### src/rtl/qec_pkg.sv
package qec_pkg;
   localparam int CODE_W = 8;
   localparam int MASK_W = 8;
   localparam int THR_W  = 8;

   // Configuration word; first member is the most significant.
   typedef struct packed {
      logic              enable;
      logic              irq_en;
      logic              usr_en;
      logic              os_en;
      logic              edge_mode;
      logic              invert;
      logic [THR_W-1:0]  thresh;
      logic [MASK_W-1:0] umask;
      logic [CODE_W-1:0] code;
   } qec_cfg_t;

   localparam int CFG_W = $bits(qec_cfg_t);
endpackage

### src/rtl/qec_event_sum.sv
module qec_event_sum
   import qec_pkg::*;
#(
   parameter int NUM_CODES = 4,
   parameter int OCC_W     = 3,
   parameter int SUM_W     = 6
) (
   input  logic [NUM_CODES*MASK_W*OCC_W-1:0] evt_i,
   input  logic [CODE_W-1:0]                 code_i,
   input  logic [MASK_W-1:0]                 umask_i,
   output logic [SUM_W-1:0]                  sum_o
);
   localparam int GRP_W = MASK_W * OCC_W;

   logic [GRP_W-1:0] grp_sel;
   logic [OCC_W-1:0] picked [MASK_W];

   // Group mux: an unknown code leaves the group at zero.
   always_comb begin
      grp_sel = '0;
      for (int c = 0; c < NUM_CODES; c++) begin
         if (code_i == CODE_W'(c)) grp_sel = evt_i[c*GRP_W +: GRP_W];
      end
   end

   for (genvar s = 0; s < MASK_W; s++) begin : g_sub
      assign picked[s] = umask_i[s] ? grp_sel[s*OCC_W +: OCC_W] : '0;
   end

   always_comb begin
      sum_o = '0;
      for (int s = 0; s < MASK_W; s++) sum_o = sum_o + SUM_W'(picked[s]);
   end
endmodule

### src/rtl/qec_qualify.sv
module qec_qualify
   import qec_pkg::*;
#(
   parameter int SUM_W    = 6,
   parameter bit HAS_EDGE = 1'b1
) (
   input  logic             clk_i,
   input  logic             rst_ni,
   input  logic [SUM_W-1:0] sum_i,
   input  logic [THR_W-1:0] thresh_i,
   input  logic             invert_i,
   input  logic             edge_i,
   input  logic             os_en_i,
   input  logic             usr_en_i,
   input  logic             enable_i,
   input  logic [1:0]       priv_i,
   output logic [SUM_W-1:0] amount_o
);
   localparam int CMP_W = (SUM_W > THR_W) ? SUM_W : THR_W;

   logic [CMP_W-1:0] sum_c, thr_c;
   logic             thr_zero, allowed, level_hit, cond, prev_q, edge_eff;

   assign sum_c    = CMP_W'(sum_i);
   assign thr_c    = CMP_W'(thresh_i);
   assign thr_zero = (thresh_i == '0);

   // Privilege filter: no bit set means every level counts.
   assign allowed = (!os_en_i && !usr_en_i) ||
                    ((priv_i == 2'd0) ? os_en_i : usr_en_i);

   always_comb begin
      if (thr_zero)      level_hit = (sum_c != '0);
      else if (invert_i) level_hit = (sum_c <  thr_c);
      else               level_hit = (sum_c >= thr_c);
   end

   assign cond = level_hit && allowed;

   if (HAS_EDGE) begin : g_edge
      always_ff @(posedge clk_i or negedge rst_ni) begin
         if (!rst_ni)        prev_q <= 1'b0;
         else if (!enable_i) prev_q <= 1'b0;
         else                prev_q <= cond;
      end
      assign edge_eff = edge_i;
   end else begin : g_no_edge
      assign prev_q   = 1'b0;
      assign edge_eff = 1'b0;
   end

   always_comb begin
      if (!enable_i)     amount_o = '0;
      else if (edge_eff) amount_o = SUM_W'(cond && !prev_q);
      else if (!thr_zero) amount_o = SUM_W'(cond);
      else               amount_o = allowed ? sum_i : '0;
   end
endmodule

### src/rtl/qec_accum.sv
module qec_accum #(
   parameter int CNT_W = 48,
   parameter int AMT_W = 6
) (
   input  logic             clk_i,
   input  logic             rst_ni,
   input  logic             wr_i,
   input  logic [CNT_W-1:0] wdata_i,
   input  logic [AMT_W-1:0] amt_i,
   input  logic             ovf_clr_i,
   output logic [CNT_W-1:0] cnt_o,
   output logic             ovf_o
);
   logic [CNT_W-1:0] nxt;
   logic             carry;

   assign {carry, nxt} = {1'b0, cnt_o} + (CNT_W+1)'(amt_i);

   always_ff @(posedge clk_i or negedge rst_ni) begin
      if (!rst_ni) begin
         cnt_o <= '0;
         ovf_o <= 1'b0;
      end else begin
         cnt_o <= wr_i ? wdata_i : nxt;
         if (!wr_i && carry) ovf_o <= 1'b1;
         else if (ovf_clr_i) ovf_o <= 1'b0;
      end
   end
endmodule

### src/rtl/qual_evt_ctr.sv
module qual_evt_ctr
   import qec_pkg::*;
#(
   parameter int NUM_CODES = 4,
   parameter int OCC_W     = 3,
   parameter int CNT_W     = 48,
   parameter bit HAS_EDGE  = 1'b1
) (
   input  logic                              clk_i,
   input  logic                              rst_ni,
   input  logic [NUM_CODES*MASK_W*OCC_W-1:0] evt_occ_i,
   input  logic [1:0]                        priv_i,
   input  logic                              cfg_we_i,
   input  logic [CFG_W-1:0]                  cfg_wdata_i,
   input  logic                              cnt_we_i,
   input  logic [CNT_W-1:0]                  cnt_wdata_i,
   input  logic                              ovf_clr_i,
   output logic [CNT_W-1:0]                  cnt_o,
   output logic                              ovf_o,
   output logic                              irq_o
);
   localparam int MAX_SUM = MASK_W * ((1 << OCC_W) - 1);
   localparam int SUM_W   = $clog2(MAX_SUM + 1);

   if (CNT_W < 16 || CNT_W > 64) begin : g_bad_cnt_w
      $error("qual_evt_ctr: CNT_W must lie in 16..64");
   end
   if (NUM_CODES < 1 || NUM_CODES > (1 << CODE_W)) begin : g_bad_codes
      $error("qual_evt_ctr: NUM_CODES must lie in 1..256");
   end
   if (OCC_W < 1 || OCC_W > 8) begin : g_bad_occ_w
      $error("qual_evt_ctr: OCC_W must lie in 1..8");
   end

   qec_cfg_t         cfg_q;
   logic [SUM_W-1:0] sum_w, amt_w;

   always_ff @(posedge clk_i or negedge rst_ni) begin
      if (!rst_ni)       cfg_q <= '0;
      else if (cfg_we_i) cfg_q <= qec_cfg_t'(cfg_wdata_i);
   end

   qec_event_sum #(.NUM_CODES(NUM_CODES), .OCC_W(OCC_W), .SUM_W(SUM_W)) sum_i (
      .evt_i   (evt_occ_i),
      .code_i  (cfg_q.code),
      .umask_i (cfg_q.umask),
      .sum_o   (sum_w)
   );

   qec_qualify #(.SUM_W(SUM_W), .HAS_EDGE(HAS_EDGE)) qual_i (
      .clk_i    (clk_i),
      .rst_ni   (rst_ni),
      .sum_i    (sum_w),
      .thresh_i (cfg_q.thresh),
      .invert_i (cfg_q.invert),
      .edge_i   (cfg_q.edge_mode),
      .os_en_i  (cfg_q.os_en),
      .usr_en_i (cfg_q.usr_en),
      .enable_i (cfg_q.enable),
      .priv_i   (priv_i),
      .amount_o (amt_w)
   );

   qec_accum #(.CNT_W(CNT_W), .AMT_W(SUM_W)) acc_i (
      .clk_i     (clk_i),
      .rst_ni    (rst_ni),
      .wr_i      (cnt_we_i),
      .wdata_i   (cnt_wdata_i),
      .amt_i     (amt_w),
      .ovf_clr_i (ovf_clr_i),
      .cnt_o     (cnt_o),
      .ovf_o     (ovf_o)
   );

   assign irq_o = ovf_o && cfg_q.irq_en;
endmodule

### config.mk
export PLATFORM = sky130hd
export DESIGN_NAME = qual_evt_ctr
export DESIGN_NICKNAME = d
export VERILOG_FILES = /design/src/rtl/qec_pkg.sv /design/src/rtl/qec_event_sum.sv /design/src/rtl/qec_qualify.sv /design/src/rtl/qec_accum.sv /design/src/rtl/qual_evt_ctr.sv
export SDC_FILE = /design/constraint.sdc
export NUM_CORES = 1
export LEC_CHECK = 0
export ABC_AREA = 1
export ABC_CLOCK_PERIOD_IN_PS = 22800
export CORE_MARGIN = 2
export CORE_UTILIZATION = 60
export CTS_BUF_LIST = sky130_fd_sc_hd__clkbuf_16
export CTS_CLUSTER_SIZE = 40
export DETAILED_ROUTE_END_ITERATION = 12
export DONT_BUFFER_PORTS = 1
export PLACE_DENSITY = 0.76
export SLEW_MARGIN = 20
export SYNTH_ARGS = -nofsm -noshare
export SYNTH_HDL_FRONTEND = slang
export SYNTH_SLANG_ARGS = --single-unit
### constraint.sdc
create_clock -name clk_i -period 22.8 [get_ports clk_i]
set_input_delay 4.56 -clock clk_i [delete_from_list [all_inputs] [get_ports clk_i]]
set_output_delay 4.56 -clock clk_i [all_outputs]
set_load 0.02 [all_outputs]
[Yosys cells after proc, flatten, opt, wreduce, memory -nomap -nowiden]
Index checks and enable logic that the tools add are counted.
Storage, ports and cells
  output and inout bits: 50
  word-level logic and storage cells: 63
  bits in registers: 80
  input bits: 181
Cells by class
  add/sub/neg operators: 8
  $lt $le $gt $ge: 2
  muxes and demuxes: 23
  reductions and logical operators: 15
  equal/unequal tests: 3
Operators with widths (number)
  two-way mux 24 bit: 4
  adder 48 x 6 -> 49 bit: 1
  two-way mux 48 bit: 1
  adder 6 x 3 -> 6 bit: 6
  two-way mux 3 bit: 8
  two-way mux 6 bit: 4
  equality test 8 x 2 -> 1 bit, second input constant: 2
  logical NOT 8 bit: 2
  equality test 8 x 1 -> 1 bit, second input constant: 1
  greater-or-equal comparator 6 x 8 -> 1 bit: 1
  less-than comparator 6 x 8 -> 1 bit: 1
  nonzero test 8 bit: 1
  two-way mux 1 bit: 6
  logical AND 1 bit: 5
  adder 3 x 3 -> 4 bit: 1
  logical NOT 1 bit: 4
  logical NOT 2 bit: 1
  nonzero test 2 bit: 1
  logical OR 1 bit: 1

[Depth between registers and ports, before layout]
Gate-level depths: netlist of run 1.
  depth in word-level cells: 23
  mapped depth: 47
  mapped depth without buffers: 46

[Hierarchy]
A second synthesis of run 1 with hierarchy kept.
Unflattened totals
  cell total of the unflattened synthesis: 1071
  area total of the unflattened synthesis: 6884.1 um2
By module, submodules not included
  qec_accum: times used 1, area each 3742.3 um2, cells each 598
  qec_event_sum: times used 1, area each 1584.0 um2, cells each 264
  qual_evt_ctr: times used 1, area each 1129.8 um2, cells each 129
  qec_qualify: times used 1, area each 427.9 um2, cells each 80

[Worst setup path before layout of run 1]
Ideal clock, no wire load.
  kind: input to register
  start: input port evt_occ_i[27]
  end: register acc_i.cnt_o[24]
  arrival time: 10923 ps
  required time: 22734 ps
  cell stages on the path: 40
  path slack: 11811 ps
  cell sequence: nand3_1 > nand3_1 > nand2_1 > a21oi_1 > ha_1 > inv_1 > fa_1 > xnor2_1 > fa_1 > inv_1 > fa_1 > inv_1 > fa_1 > fa_1 > inv_1 > fa_1 > nand3b_1 > nand2_1 > [... 4 more ...] > nand2_1 > inv_1 > o21ai_0 > nand2_1 > nand2_1 > nand3_1 > nand3_1 > nand2_1 > ha_1 > fa_1 > nand3_1 > nand3_1 > nand2_1 > o21ai_0 > nand2_1 > xnor2_1 > nand2_1 > nand2_1
On the way
  word-level cells in the longest chain between the ends: 20
  elaborated cells on any way between the ends: 24
RTL lines
  from (decl): line qual_evt_ctr.sv:11  | input logic [NUM_CODES*MASK_W*OCC_W-1:0] evt_occ_i,
  two-way mux 24 bit * (3 in series): line qec_event_sum.sv:22  | if (code_i == CODE_W'(c)) grp_sel = evt_i[c*GRP_W +: GRP_W];
  two-way mux 3 bit *: line qec_event_sum.sv:27  | assign picked[s] = umask_i[s] ? grp_sel[s*OCC_W +: OCC_W] : '0;
  adder 3 x 3 -> 4 bit *: line qec_event_sum.sv:32  | for (int s = 0; s < MASK_W; s++) sum_o = sum_o + SUM_W'(picked[s]);
  adder 6 x 3 -> 6 bit * (6 in series): line qec_event_sum.sv:32
  greater-or-equal comparator 6 x 8 -> 1 bit / less-than comparator 6 x 8 -> 1 bit (equally long branches): line qec_qualify.sv:35, qec_qualify.sv:34
  two-way mux 1 bit: line qec_qualify.sv:34  | else if (invert_i) level_hit = (sum_c < thr_c);
  two-way mux 1 bit: line qec_qualify.sv:33  | if (thr_zero) level_hit = (sum_c != '0);
  logical AND 1 bit: line qec_qualify.sv:38  | assign cond = level_hit && allowed;
  two-way mux 6 bit / logical AND 1 bit (equally long branches): line qec_qualify.sv:55, qec_qualify.sv:54
  two-way mux 6 bit *: line qec_qualify.sv:54  | else if (edge_eff) amount_o = SUM_W'(cond && !prev_q);
  two-way mux 6 bit *: line qec_qualify.sv:53  | if (!enable_i) amount_o = '0;
  adder 48 x 6 -> 49 bit *: line qec_accum.sv:17  | assign {carry, nxt} = {1'b0, cnt_o} + (CNT_W+1)'(amt_i);
  two-way mux 48 bit *: line qec_accum.sv:24  | cnt_o <= wr_i ? wdata_i : nxt;
  to (signal assigned): line qec_accum.sv:24
  to (decl): line qec_accum.sv:11  | output logic [CNT_W-1:0] cnt_o,
Mark *: on every way between the ends. The rest lies on a longest branch, timed or not.
A chain may end at the register's enable or synchronous reset.

[Worst setup path after layout of run 1]
  start: input port evt_occ_i[27]
  end: register acc_i.cnt_o[30]
Same word-level chain as after synthesis.

==> impl_metrics.json, run 1 <==
{
  "run_status": "finished, final reports clean",
  "grt_usage_pct": 32.1,
  "viasPerCell": 5.61,
  "rows": 38,
  "dr.pass1.iters": 7,
  "seq_area_um2": 2000,
  "dieArea_um2": 12000,
  "finalMaxSlewViolations": 0,
  "period_minus_slack_ns": 11.21,
  "fin_crit_sh_pct": 49.2,
  "die_width_um": 110,
  "drc": 0,
  "endpoint_kind": "flip-flop",
  "routed_wl_um": 18800,
  "grt_setup_unrepaired": "false",
  "nFillCells": 1033,
  "critPathRequiredTime_ns": 23.08,
  "syn2layout_area_growth_pct": 6.05,
  "grt_pass1_wl_um": 29400,
  "yosys_warnings": 0,
  "syn-num-nets": 1257,
  "clockRootBuffer": "clkbuf_16",
  "fmax_mhz": 89.2,
  "ys_ff_latch": 80,
  "dp.cells": 1150,
  "num_io_pins": 231,
  "avgRoutedWirePerCell_um": 16.1,
  "fin_area_um2": 7080,
  "cts_setup_buffers": 0,
  "postSynthCellCount": 1036,
  "worstMarginPinSlew_ns": 0.781,
  "drtAntennaViolNets": 0,
  "finalHoldViolCount": 0,
  "crit_path_frequent_cell": "nand2_1",
  "maxSlewHeadroom_pct": 47.8,
  "die_h_um": 110,
  "synth.avg_cell_area_um2": 6.45,
  "startpoint_type": "primary input",
  "fin_cells": 1167,
  "drv_cap": 0,
  "place_area_um2": 6740,
  "finalNetCount": 1242,
  "antenna_found_initial": 1,
  "power_mw": 0.402,
  "hold_class": "flip-flop to flip-flop",
  "dp_hpwl_um": 15100,
  "place.gp.congestion": 0.962,
  "layout-drive-gt1-share_pct": 5.07,
  "cts_tree": "done",
  "clock-sinks": 80,
  "grt_max_degree": 81,
  "skew_ns": 0.00501,
  "tns_ns": 0,
  "grt_pass1_vias": 6108,
  "drt_iter0_drc": 508,
  "cts_hold_buf": 0,
  "cts_inserted_buffers": 9,
  "ctsResizeCount": 0,
  "yosysSeqAreaShare_pct": 30.0,
  "arrival_ns": 11.50,
  "core_area_um2": 10800,
  "critical_path_class": "primary input to flip-flop",
  "p_leak_nw": 3.58,
  "path_clk_slew_ns": 0.06,
  "numPortBuffers": 0,
  "setup_viol": 0,
  "powerDensity_nw_per_um2": 56.8,
  "vias": 6549,
  "cpMaxStageDelayCell": "fa_1",
  "slowest_delay_ns": 0.58,
  "yosysUniqueCellTypes": 38,
  "clockBufferDepth": 2,
  "grt.overflow.total": 0,
  "start_util_pct": 61.6,
  "ir_drop_mv": 0.0406,
  "multiInputGateArea_um2": 4130,
  "syn_area_um2": 6680,
  "path_max_fanout": 6,
  "h-tree-depth": 3,
  "clkLatencyLatePin_ns": 0.34
}
## state kept, by name, summed over array words and instances, names as in the netlist
name,flops
acc_i.ovf_o,1
cfg_q,30
qual_i.prev_q,1
acc_i.cnt_o,48
## report_power, final
part	total, mW	internal, mW	switching (mW)
Clock	0.169	0.107	0.0616
Sequential	0.180	0.155	0.0249
Combinational	0.0535	0.0198	0.0337
## layout by cell type (no fill, tap or decap), types with 8 or more instances in the layout
master	instances
nand2_1	397
or2_2	12
inv_1	109
dfrtp_1	80
nand4_1	10
a21oi_1	28
clkbuf_16	9
nor2_1	101
nand3b_1	13
nor3_1	8
o21ai_0	51
nand3_1	101
fa_1	15
ha_1	25
## layout make-up
type                       count  area share (%)
inverter                     113            5.99
antenna                        1          0.0353
sequential                    80            28.3
timing repair buffer           1           0.106
tap                          140            2.47
clock buffer                   9            3.18
clock inverter                 7            1.70
multi-input combinational    816            58.3
## logic make-up (layout without fill, tap and decap cells)
| family | Yosys count | after routing | share of synthesized area, % |
|---|---|---|---|
| simple gates | 661 | 661 | 42.2 |
| buf+inv | 140 | 130 | 8.24 |
| compound gates | 95 | 95 | 7.55 |
| flops | 80 | 80 | 30.0 |
| fa+ha+maj | 40 | 40 | 9.18 |
| xor+xnor | 14 | 14 | 1.84 |
| mux | 6 | 6 | 1.01 |
| other cells | 0 | 1 | 0 |
## synthesized netlist by cell type
cell | n | area share [%]
nand4_1 | 10 | 0.94
nand2_2 | 3 | 0.28
o21ai_0 | 51 | 3.8
a21oi_2 | 1 | 0.13
a21o_1 | 2 | 0.22
xnor2_1 | 7 | 0.92
buf_2 | 4 | 0.30
xor2_1 | 7 | 0.92
nand3_2 | 2 | 0.30
buf_4 | 3 | 0.34
a31oi_1 | 4 | 0.37
o211ai_1 | 1 | 0.11
nand3_4 | 1 | 0.26
inv_2 | 5 | 0.28
nor2_2 | 2 | 0.19
or2_2 | 12 | 1.1
dfrtp_1 | 80 | 30
clkbuf_1 | 17 | 0.96
o21bai_1 | 5 | 0.56
clkbuf_2 | 1 | 0.075
nor2_1 | 101 | 5.7
fa_1 | 15 | 4.5
nor3_1 | 8 | 0.60
o21ai_1 | 3 | 0.22
nor2_4 | 1 | 0.17
mux2_2 | 6 | 1.0
a21oi_1 | 28 | 2.1
nand2_1 | 397 | 22
or2_0 | 5 | 0.47
nand3_1 | 101 | 7.6
nor3_4 | 2 | 0.49
nor4_2 | 1 | 0.19
nor4_1 | 2 | 0.19
buf_6 | 1 | 0.17
buf_1 | 1 | 0.056
nand3b_1 | 13 | 1.5
ha_1 | 25 | 4.7
inv_1 | 108 | 6.1
## layer usage
| metal | up-vias | routed length [um] | global-route usage (%) |
|---|---|---|---|
| met2 | 252 | 9480 | 58.2 |
| met3 | 52 | 1470 | 6.34 |
| met4 | 0 | 729 | 15.1 |
| met5 | - | 0 | 0 |
| met1 | 2984 | 7130 | 36.2 |
| li1 | 3261 | - | - |
## worst max-delay path: cells and delay by family
kind                       cells  cell delay, ns
AOI/OAI and AO/OA              2            0.35
xor gates and xnor gates       1            0.16
adders and majority gates     10            4.12
buffers and inverters          6            0.31
and+or+nand+nor               20            1.96
## metrics by stage
stage	setup slack (ns)	hold WS, ns	utilization (%)
finish	11.59	0.517	65.3
global route	10.88	0.537	65.3
CTS	11.58	0.519	65.3
detailed placement	11.27	0.505	62.1
global placement	11.38	0.498	62.1
floorplan	11.81	0.481	-
## worst paths after layout
kind                                        from                        end  slack, ns  cells past startpoint
setup reg to reg            cfg_q[7]$_DFFE_PN0P_  acc_i.cnt_o[30]$_DFF_PN0_      13.97                     42
setup / recovery                   evt_occ_i[27]  acc_i.cnt_o[30]$_DFF_PN0_      11.59                     39
hold reg to reg            cfg_q[29]$_DFFE_PN0P_      cfg_q[29]$_DFFE_PN0P_       0.52                      1
max in group asynchronous                 rst_ni      cfg_q[17]$_DFFE_PN0P_      18.77                      0
hold / removal             cfg_q[29]$_DFFE_PN0P_      cfg_q[29]$_DFFE_PN0P_       0.52                      1
min in group asynchronous                 rst_ni  acc_i.cnt_o[15]$_DFF_PN0_       3.91                      0
Power figures use the tool's default switching activity.
==> run 2, diff against run 1 <==
Settings changed: ABC_CLOCK_PERIOD_IN_PS 22800 to 11300.
Clock period 22.8 ns to 11.3 ns, I/O delays scaled along.
==> impl_metrics.json, run 2 (synthesized netlist as in run 1, its figures left out) <==
{
  "fmax_mhz": 111,
  "crit_path_frequent_cell": "nand2_1",
  "startpoint_type": "primary input",
  "slowest_delay_ns": 0.58,
  "start_util_pct": 61.6,
  "powerDensity_nw_per_um2": 116,
  "h-tree-depth": 3,
  "numPortBuffers": 0,
  "layout_commonest_cell": "nand2_1",
  "viasPerCell": 5.59,
  "critPathRequiredTime_ns": 11.58,
  "drt_iter0_drc": 526,
  "worstMarginPinSlew_ns": 0.777,
  "die_width_um": 110,
  "dp.cells": 1150,
  "endpoint_kind": "flip-flop",
  "grt_pass1_wl_um": 30300,
  "fin_cells": 1166,
  "largest_register_ffs": 48,
  "maxSlewHeadroom_pct": 47.8,
  "cts_inserted_buffers": 9,
  "finalHoldViolCount": 0,
  "fin_ws_ns": 2.32,
  "ir_drop_mv": 0.0810,
  "avgRoutedWirePerCell_um": 16.4,
  "p_leak_nw": 3.58,
  "drtAntennaViolNets": 0,
  "num_io_pins": 231,
  "ctsResizeCount": 0,
  "hold_class": "flip-flop to flip-flop",
  "syn2layout_area_growth_pct": 6.24,
  "place.gp.congestion": 0.965,
  "clockBufferDepth": 2,
  "grt_max_degree": 81,
  "cpMaxStageDelayCell": "fa_1",
  "top_regs": "acc_i.cnt_o x48, cfg_q x30",
  "run_status": "finished, final reports clean",
  "final_cell_mix": "nand2_1 (397), inv_1 (108), nand3_1 (101), nor2_1 (101), dfrtp_1 (80)",
  "arrival_ns": 9.26,
  "clkLatencyLatePin_ns": 0.34,
  "antenna_found_initial": 1,
  "top_register": "acc_i.cnt_o",
  "tns_ns": 0,
  "rows": 38,
  "grt_pass1_vias": 6292,
  "dp_hpwl_um": 15200,
  "critical_path_class": "primary input to flip-flop",
  "reg2reg_depth": 42,
  "fin_crit_sh_pct": 79.4,
  "path_max_fanout": 6,
  "cts_setup_buffers": 0,
  "cts_hold_buf": 0,
  "grt.overflow.total": 0,
  "dieArea_um2": 12000,
  "path_clk_slew_ns": 0.06,
  "core_area_um2": 10800,
  "clockRootBuffer": "clkbuf_16",
  "setup_viol": 0,
  "drv_cap": 0,
  "period_minus_slack_ns": 8.98,
  "layout-drive-gt1-share_pct": 5.07,
  "finalNetCount": 1242,
  "cts_tree": "done",
  "grt_setup_unrepaired": "false",
  "die_h_um": 110,
  "hold_depth": 1,
  "dr.pass1.iters": 5,
  "drc": 0,
  "skew_ns": 0.00759,
  "post-route-util_pct": 65.5,
  "grt_usage_pct": 33.0,
  "power_mw": 0.824,
  "vias": 6513,
  "pre_cts_slack_ns": 2.02,
  "clock-sinks": 80,
  "finalMaxSlewViolations": 0,
  "routed_wl_um": 19100
}
## run 2: area by class of cell
class,count,area [um2]
Inverter,113,424
Clock buffer,9,225
Multi-Input combinational cell,816,4130
Tap cell,140,175
Fill cell,1025,3740
Clock inverter,6,133
Sequential cell,80,2000
Timing Repair Buffer,1,7.51
Antenna cell,1,2.50
## run 2: metrics by stage
step | cell area [um2] | hold slack [ns]
6_report | 7100 | 0.514
5_1_grt | 7100 | 0.550
4_1_cts | 7090 | 0.518
3_5_place_dp | 6740 | 0.505
3_3_place_gp | 6740 | 0.497
2_1_floorplan | 6680 | 0.481
## run 2: power breakdown
part	internal (mW)	switching (mW)
registers	0.312	0.0508
logic	0.0400	0.0682
clock network	0.236	0.116
total	0.589	0.235
## run 2: path summary, 6_finish.rpt
kind / from / endpoint / slack (ns)
max: evt_occ_i[27] / acc_i.cnt_o[30]$_DFF_PN0_ / 2.32
min in group asynchronous: rst_ni / acc_i.cnt_o[24]$_DFF_PN0_ / 1.61
min reg2reg: cfg_q[28]$_DFFE_PN0P_ / cfg_q[28]$_DFFE_PN0P_ / 0.51
max reg2reg: cfg_q[7]$_DFFE_PN0P_ / acc_i.cnt_o[30]$_DFF_PN0_ / 2.45
min: cfg_q[28]$_DFFE_PN0P_ / cfg_q[28]$_DFFE_PN0P_ / 0.51
max in group asynchronous: rst_ni / cfg_q[17]$_DFFE_PN0P_ / 9.57
## run 2: critical path, delay by kind of cell
| kind | cells | cell delay [ns] |
|---|---|---|
| xor+xnor | 1 | 0.16 |
| buf+inv | 6 | 0.32 |
| simple gates | 20 | 2.03 |
| compound gates | 2 | 0.34 |
| fa+ha+maj | 10 | 4.14 |
## run 2: per-layer routing
| layer | track usage [%] | part of all wire (%) | up-vias |
|---|---|---|---|
| met3 | 8.06 | 7.5 | 44 |
| met5 | 0 | 0 | - |
| met2 | 59.4 | 50 | 217 |
| met1 | 36.2 | 38 | 2990 |
| li1 | - | - | 3262 |
| met4 | 16.0 | 3.7 | 0 |
